### src/rtl/amf_pkg.sv
package amf_pkg;
  localparam logic [2:0] AM_IMM  = 3'd0;
  localparam logic [2:0] AM_DIR  = 3'd1;
  localparam logic [2:0] AM_IND  = 3'd2;
  localparam logic [2:0] AM_REG  = 3'd3;
  localparam logic [2:0] AM_RIND = 3'd4;
  localparam logic [2:0] AM_IDX  = 3'd5;

  typedef enum logic [1:0] {
    ST_IDLE = 2'd0,
    ST_WAIT = 2'd1,
    ST_CAP  = 2'd2
  } fetch_state_e;
endpackage

### src/rtl/amf_regfile.sv
module amf_regfile #(
  parameter int DATA_W  = 16,
  parameter int ADDR_W  = 12,
  parameter int NREG    = 16,
  parameter int IDX_REG = 1,
  localparam int SEL_W  = $clog2(NREG)
) (
  input  logic              clk,
  input  logic              rst,
  input  logic              we,
  input  logic [SEL_W-1:0]  waddr,
  input  logic [DATA_W-1:0] wdata,
  input  logic [SEL_W-1:0]  raddr,
  output logic [DATA_W-1:0] rdata,
  output logic [ADDR_W-1:0] idx_addr
);
  logic [DATA_W-1:0] regs [NREG];

  // one flop bank per register, each cleared on reset
  for (genvar g = 0; g < NREG; g++) begin : g_reg
    always_ff @(posedge clk) begin
      if (rst)
        regs[g] <= '0;
      else if (we && waddr == SEL_W'(g))
        regs[g] <= wdata;
    end
  end

  assign rdata    = regs[raddr];
  assign idx_addr = regs[IDX_REG][ADDR_W-1:0];
endmodule

### src/rtl/amf_ea_unit.sv
module amf_ea_unit
  import amf_pkg::*;
#(
  parameter int DATA_W = 16,
  parameter int ADDR_W = 12
) (
  input  logic [2:0]        mode,
  input  logic [ADDR_W-1:0] operand,
  input  logic [DATA_W-1:0] reg_val,
  input  logic [ADDR_W-1:0] idx_addr,
  output logic              needs_mem,
  output logic              two_level,
  output logic [ADDR_W-1:0] first_addr,
  output logic [DATA_W-1:0] direct_val,
  output logic [ADDR_W-1:0] direct_ea
);
  // sum kept at ADDR_W bits so it wraps modulo 2**ADDR_W
  logic [ADDR_W-1:0] idx_sum;
  assign idx_sum = operand + idx_addr;

  always_comb begin
    needs_mem  = 1'b0;
    two_level  = 1'b0;
    first_addr = operand;
    direct_val = DATA_W'(operand);
    direct_ea  = operand;
    case (mode)
      AM_DIR:  needs_mem = 1'b1;
      AM_IND: begin
        needs_mem = 1'b1;
        two_level = 1'b1;
      end
      AM_REG: begin
        direct_val = reg_val;
        direct_ea  = '0;
      end
      AM_RIND: begin
        needs_mem  = 1'b1;
        first_addr = reg_val[ADDR_W-1:0];
      end
      AM_IDX: begin
        needs_mem  = 1'b1;
        first_addr = idx_sum;
      end
      default: ; // immediate and reserved codes
    endcase
  end
endmodule

### src/rtl/amf_ctrl.sv
module amf_ctrl
  import amf_pkg::*;
#(
  parameter int DATA_W = 16,
  parameter int ADDR_W = 12
) (
  input  logic              clk,
  input  logic              rst,
  input  logic              start,
  input  logic [2:0]        mode,
  input  logic [ADDR_W-1:0] operand,
  input  logic              needs_mem,
  input  logic              two_level,
  input  logic [ADDR_W-1:0] first_addr,
  input  logic [DATA_W-1:0] direct_val,
  input  logic [ADDR_W-1:0] direct_ea,
  input  logic [DATA_W-1:0] mem_rdata,
  output logic              mem_rd,
  output logic [ADDR_W-1:0] mem_addr,
  output logic [DATA_W-1:0] acc,
  output logic [ADDR_W-1:0] ea,
  output logic              done
);
  fetch_state_e state;
  logic         second;

  always_ff @(posedge clk) begin
    if (rst) begin
      state    <= ST_IDLE;
      second   <= 1'b0;
      mem_rd   <= 1'b0;
      mem_addr <= '0;
      acc      <= '0;
      ea       <= '0;
      done     <= 1'b0;
    end else begin
      done   <= 1'b0;
      mem_rd <= 1'b0;
      case (state)
        ST_IDLE: begin
          if (start) begin
            if (needs_mem) begin
              mem_rd   <= 1'b1;
              mem_addr <= first_addr;
              ea       <= first_addr;
              second   <= two_level;
              state    <= ST_WAIT;
            end else begin
              acc  <= direct_val;
              ea   <= direct_ea;
              done <= 1'b1;
            end
          end
        end
        ST_WAIT: state <= ST_CAP;
        ST_CAP: begin
          if (second) begin
            mem_rd   <= 1'b1;
            mem_addr <= mem_rdata[ADDR_W-1:0];
            ea       <= mem_rdata[ADDR_W-1:0];
            second   <= 1'b0;
            state    <= ST_WAIT;
          end else begin
            acc   <= mem_rdata;
            done  <= 1'b1;
            state <= ST_IDLE;
          end
        end
        default: state <= ST_IDLE;
      endcase
    end
  end

  // read strobe lasts a single cycle
  a_r8_rd_pulse: assert property (@(posedge clk) disable iff (rst)
    mem_rd |=> !mem_rd);

  // accumulator moves only together with done
  a_r10_acc_only_on_done: assert property (@(posedge clk) disable iff (rst)
    !done |-> $stable(acc));

  // immediate completes on the next edge without a read
  a_r2_imm_next_edge: assert property (@(posedge clk) disable iff (rst)
    (state == ST_IDLE && start && mode == AM_IMM)
      |=> done && !mem_rd && acc == DATA_W'($past(operand)));

  // direct issues its read to the operand address
  a_r3_dir_issue: assert property (@(posedge clk) disable iff (rst)
    (state == ST_IDLE && start && mode == AM_DIR)
      |=> mem_rd && mem_addr == $past(operand));

  // second indirect read targets the returned pointer
  a_r4_ptr_follow: assert property (@(posedge clk) disable iff (rst)
    (state == ST_CAP && second)
      |=> mem_rd && mem_addr == $past(mem_rdata[ADDR_W-1:0]));

  // a pending read address is not disturbed by a new start
  a_r9_wait_holds_addr: assert property (@(posedge clk) disable iff (rst)
    (state == ST_WAIT) |=> $stable(mem_addr) && $stable(ea));
endmodule

### src/rtl/amf_operand_fetch.sv
module amf_operand_fetch #(
  parameter int DATA_W  = 16,
  parameter int ADDR_W  = 12,
  parameter int NREG    = 16,
  parameter int IDX_REG = 1,
  localparam int SEL_W  = $clog2(NREG)
) (
  input  logic              clk,
  input  logic              rst,
  input  logic              start,
  input  logic [2:0]        mode,
  input  logic [ADDR_W-1:0] operand,
  input  logic [SEL_W-1:0]  reg_sel,
  input  logic              rf_we,
  input  logic [SEL_W-1:0]  rf_waddr,
  input  logic [DATA_W-1:0] rf_wdata,
  output logic              mem_rd,
  output logic [ADDR_W-1:0] mem_addr,
  input  logic [DATA_W-1:0] mem_rdata,
  output logic [DATA_W-1:0] acc,
  output logic [ADDR_W-1:0] ea,
  output logic              done
);
  logic [DATA_W-1:0] reg_val;
  logic [ADDR_W-1:0] idx_addr;
  logic              needs_mem;
  logic              two_level;
  logic [ADDR_W-1:0] first_addr;
  logic [DATA_W-1:0] direct_val;
  logic [ADDR_W-1:0] direct_ea;

  amf_regfile #(
    .DATA_W(DATA_W), .ADDR_W(ADDR_W), .NREG(NREG), .IDX_REG(IDX_REG)
  ) u_rf (
    .clk(clk), .rst(rst), .we(rf_we), .waddr(rf_waddr), .wdata(rf_wdata),
    .raddr(reg_sel), .rdata(reg_val), .idx_addr(idx_addr)
  );

  amf_ea_unit #(.DATA_W(DATA_W), .ADDR_W(ADDR_W)) u_ea (
    .mode(mode), .operand(operand), .reg_val(reg_val), .idx_addr(idx_addr),
    .needs_mem(needs_mem), .two_level(two_level), .first_addr(first_addr),
    .direct_val(direct_val), .direct_ea(direct_ea)
  );

  amf_ctrl #(.DATA_W(DATA_W), .ADDR_W(ADDR_W)) u_ctrl (
    .clk(clk), .rst(rst), .start(start), .mode(mode), .operand(operand),
    .needs_mem(needs_mem), .two_level(two_level), .first_addr(first_addr),
    .direct_val(direct_val), .direct_ea(direct_ea), .mem_rdata(mem_rdata),
    .mem_rd(mem_rd), .mem_addr(mem_addr), .acc(acc), .ea(ea), .done(done)
  );

  // outputs stay cleared while reset is held
  always_ff @(posedge clk) begin
    if (rst) begin
      a_r1_reset_quiet: assert (!done && !mem_rd);
    end
  end
endmodule

### config.mk
export PLATFORM = sky130hd
export DESIGN_NAME = amf_operand_fetch
export DESIGN_NICKNAME = d
export VERILOG_FILES = /design/src/rtl/amf_pkg.sv /design/src/rtl/amf_regfile.sv /design/src/rtl/amf_ea_unit.sv /design/src/rtl/amf_ctrl.sv /design/src/rtl/amf_operand_fetch.sv
export SDC_FILE = /design/constraint.sdc
export NUM_CORES = 1
export LEC_CHECK = 0
export BUFFER_PORTS_ARGS = -buffer_cell sky130_fd_sc_hd__buf_2
export CAP_MARGIN = 40
export CORE_MARGIN = 10
export CORE_UTILIZATION = 35
export DETAILED_ROUTE_END_ITERATION = 8
export MAX_ROUTING_LAYER = met4
export PLACE_DENSITY = 0.48
export SETUP_SLACK_MARGIN = 0.5
export SKIP_CTS_REPAIR_TIMING = 1
export SKIP_LAST_GASP = 1
export SYNTH_ARGS = -nofsm -noshare
export SYNTH_HDL_FRONTEND = slang
export SYNTH_HIERARCHICAL = 1
export SYNTH_SLANG_ARGS = --single-unit
### constraint.sdc
create_clock -name clk -period 3.6 [get_ports clk]
set_input_delay 0.54 -clock clk [delete_from_list [all_inputs] [get_ports clk]]
set_output_delay 0.54 -clock clk [all_outputs]
set_load 0.1 [all_outputs]
==> metrics.csv <==
stage,metric,value,unit
outcome,status,"finished, final reports clean",
power,Max VDD drop,0.2164,mV
timing,Final Worst Setup Slack,0.6665,ns
synthesis,register area share after synthesis,56.60,%
setup_path,Setup crit end,u_ctrl/mem_addr[2],
synthesis,post-synthesis adder-cell area fraction,1.039,%
timing,RSZ-0062 raised after global routing,false,
global_route,number of global-route vias before repair,9896,
final_layout,Final nets,1287,
setup_path,startpoint types,primary input,
detailed_routing,wire length per cell,25.17,µm
synthesis,Syn Area/Cell,13.49,µm²
die,# IOs,101,
synthesis,largest family of logic cells by synthesized area,simple AND/OR/NAND/NOR gates,
synthesis,syn nets,1196,
timing,Slew headroom,45.41,%
synthesis,Syn Std Cell Area,15170,µm²
synthesis,mux cell area share after synthesis,13.30,%
hold_path,class of the worst hold path,primary input to flop,
clock_tree,Clock transition at path regs,0.06,ns
clock_tree,CTS Buf Count,37,
clock_tree,Max clock buf depth,3,
timing,fmax,0.3409,GHz
die,core area,42980,µm²
detailed_routing,vias post-DR,9470,
global_route,first-pass GRT wire length,68.30,mm
synthesis,Synth cell types,61,
synthesis,ys flop type,edfxtp_1,
setup_path,cells on worst reg2reg path,10,
synthesis,Gate Count Post-Synth,1125,
die,Die Wd,228.2,µm
setup_path,Critical Path RT,3.99,ns
timing,final-report hold violation count,0,
synthesis,Seq cells post-synth,301,
die,die height,228.2,µm
setup_path,CP Class,primary input to flop,
place,Final HPWL DP,31.18,mm
detailed_routing,post-route ant nets,0,
detailed_routing,initial DRC count,747,
timing,final setup fails,0,
setup_path,reg2reg end,u_ctrl/mem_addr[6],
detailed_routing,DR vias/cell,5.186,
setup_path,launch point of the worst reg-to-reg path,u_rf/regs[1][0],
place,port buffer count,100,
timing,final setup TNS,0,ns
die,# rows,76,
timing,Worst-Margin Slew,0.8179,ns
global_route,Overall Global Routing Usage,17.97,%
synthesis,Ys Warns,6,
detailed_routing,final WL,45.97,mm
setup_path,crit-path max FO,27,
die,Initial Utilization,35.31,%
setup_path,R2R Setup Slk,0.68,ns
clock_tree,htree depth,2,
clock_tree,CTS root buffer,clkbuf_16,
setup_path,Worst setup EP type,flop,
final_layout,final core occ,40.64,%
power,Leakage,6.411,nW
synthesis,Async SR Flop Fraction,0,%
setup_path,CP startpoint,reg_sel[0],
clock_tree,later-pin clock latency in the skew report,0.54,ns
detailed_routing,Detailed Routing Iterations Pass 1,5,
global_route,initial antenna violation count,2,
clock_tree,Clock Sink Count,301,
die,die area,52080,µm²
timing,Final period util,81.49,%
final_layout,Layout area overhead,15.12,%
synthesis,XOR/XNOR Fraction of Synth Area,0.5195,%
clock_tree,CTS tree,done,
detailed_routing,drt drc,0,
timing,fin crit period,2.934,ns
place,GPL Wtd Cong,0.8502,
final_layout,layout cells sized above 1,29.27,%
synthesis,Compound-Gate Fraction of Synth Area,8.724,%
global_route,largest net degree at the start of global routing,49,
synthesis,simple-gate share of the synthesized area,15.54,%
power,Cell Pwr Density,522.0,nW/µm²
synthesis,"EDFF count, synth",256,
run,max cap viols,0,
timing,Slew Limit Fails,0,
timing,Clock Skews,0.01132,ns
setup_path,worst endpoint data arrival time,3.33,ns
place,pre-CTS setup slack,0.1318,ns
global_route,grt total ovfl,0,
==> worst max-delay path, stage by stage <==
cell and delay (ns):
buf_4 0.17, buf_12 0.26, buf_4 0.21, mux4_2 0.51, a22oi_1 0.34, nand2_1 0.17
o21ai_0 0.27, o21ai_0 0.19, mux2_2 0.33, a211oi_1 0.23, a211oi_1 0.07
==> Yosys cell counts, types with 27 or more instances <==
cell type	number	area (µm²)
mux2_2	36	405.4
a21oi_1	27	135.1
dfxtp_1	45	900.9
mux4_2	64	1441
o21ai_0	32	160.2
a22oi_1	33	247.7
edfxtp_1	256	7687
a211oi_1	31	232.7
nor2_1	27	101.4
and2_1	239	1495
nand2_1	31	116.4
clkbuf_1	47	176.4
and2_2	30	225.2
==> sequential cells by signal, summed over array words and instances (netlist names) <==
name,count
u_ctrl/ea,12
u_ctrl/acc,16
u_ctrl/done,1
u_rf/regs,256
u_ctrl/state,2
u_ctrl/second,1
u_ctrl/mem_addr,12
u_ctrl/mem_rd,1
==> worst min-delay path by stage <==
stage                       start             to  depth (start not counted)  slack, ns
floorplan           u_ctrl/second  u_ctrl/second                          2       0.54
global placement     u_ctrl/ea[3]   u_ctrl/ea[3]                          1       0.44
detailed placement   u_ctrl/ea[3]   u_ctrl/ea[3]                          1       0.45
CTS                  mem_rdata[2]   u_ctrl/ea[2]                          3       0.30
global route        mem_rdata[10]  u_ctrl/ea[10]                          3       0.35
finish               mem_rdata[2]   u_ctrl/ea[2]                          3       0.33
==> metrics by stage <==
step                      cell area [µm²]  instances  hold WS (ns)  power [mW]
after floorplan                     15170       1125        0.5371       5.090
after global placement              16280       1762        0.4402       5.507
after detailed placement            16280       1762        0.4451       5.509
after CTS                           17470       1825        0.2983       9.217
after global routing                17470       1826        0.3511       9.436
final                               17470       1826        0.3292       9.118
==> layer usage <==
metal  part of all wire [%]  up-vias  GRT usage, %  wire length (µm)
li1                       -     4345             -                 -
met1                     45     4791         23.33             20830
met2                     47      269         28.12             21480
met3                    4.9       65         2.805              2233
met4                    3.1        0         6.478              1416
met5                      0        -             -                 0
==> placed cells by master, fill, tap and decap left out, types with 5 or more instances in the layout <==
cell type / instances
clkbuf_1: 6
edfxtp_1: 256
nand2b_1: 5
mux2i_1: 16
nor2_1: 27
o21bai_1: 16
buf_2: 99
a211oi_1: 31
nand2_1: 31
dfxtp_1: 45
nor3_1: 17
a22oi_1: 33
a211oi_2: 12
clkinv_1: 10
o2bb2ai_1: 11
mux2_2: 36
o21ai_0: 32
clkbuf_16: 38
mux4_2: 64
inv_1: 17
a21o_1: 5
buf_4: 52
and2_1: 239
nor3b_1: 5
a21oi_1: 27
and2_2: 30
ha_1: 11
==> area by class of cell <==
type,count,area [µm²]
Antenna cell,1,2.502
Clock buffer,46,1001
Clock inverter,17,187.7
Fill cell,4041,25510
Inverter,18,67.56
Multi-Input combinational cell,704,5944
Sequential cell,301,8588
Tap cell,585,732.0
Timing Repair Buffer,154,945.9
==> logic make-up (layout without fill, tap and decap cells) <==
logic type / Yosys count / after routing
other cells: 0 / 1
flops: 301 / 301
xor+xnor: 9 / 9
fa+ha+maj: 12 / 12
compound gates: 184 / 184
mux: 117 / 117
buf+inv: 120 / 235
simple gates: 382 / 382
==> where the power goes <==
group / leakage (nW) / switching [mW] / internal, mW
Sequential: 2.82 / 0.0847 / 4.00
Combinational: 3.01 / 0.921 / 0.421
Clock: 0.575 / 1.44 / 2.25
No activity file was read; power rests on OpenSTA's default activity.
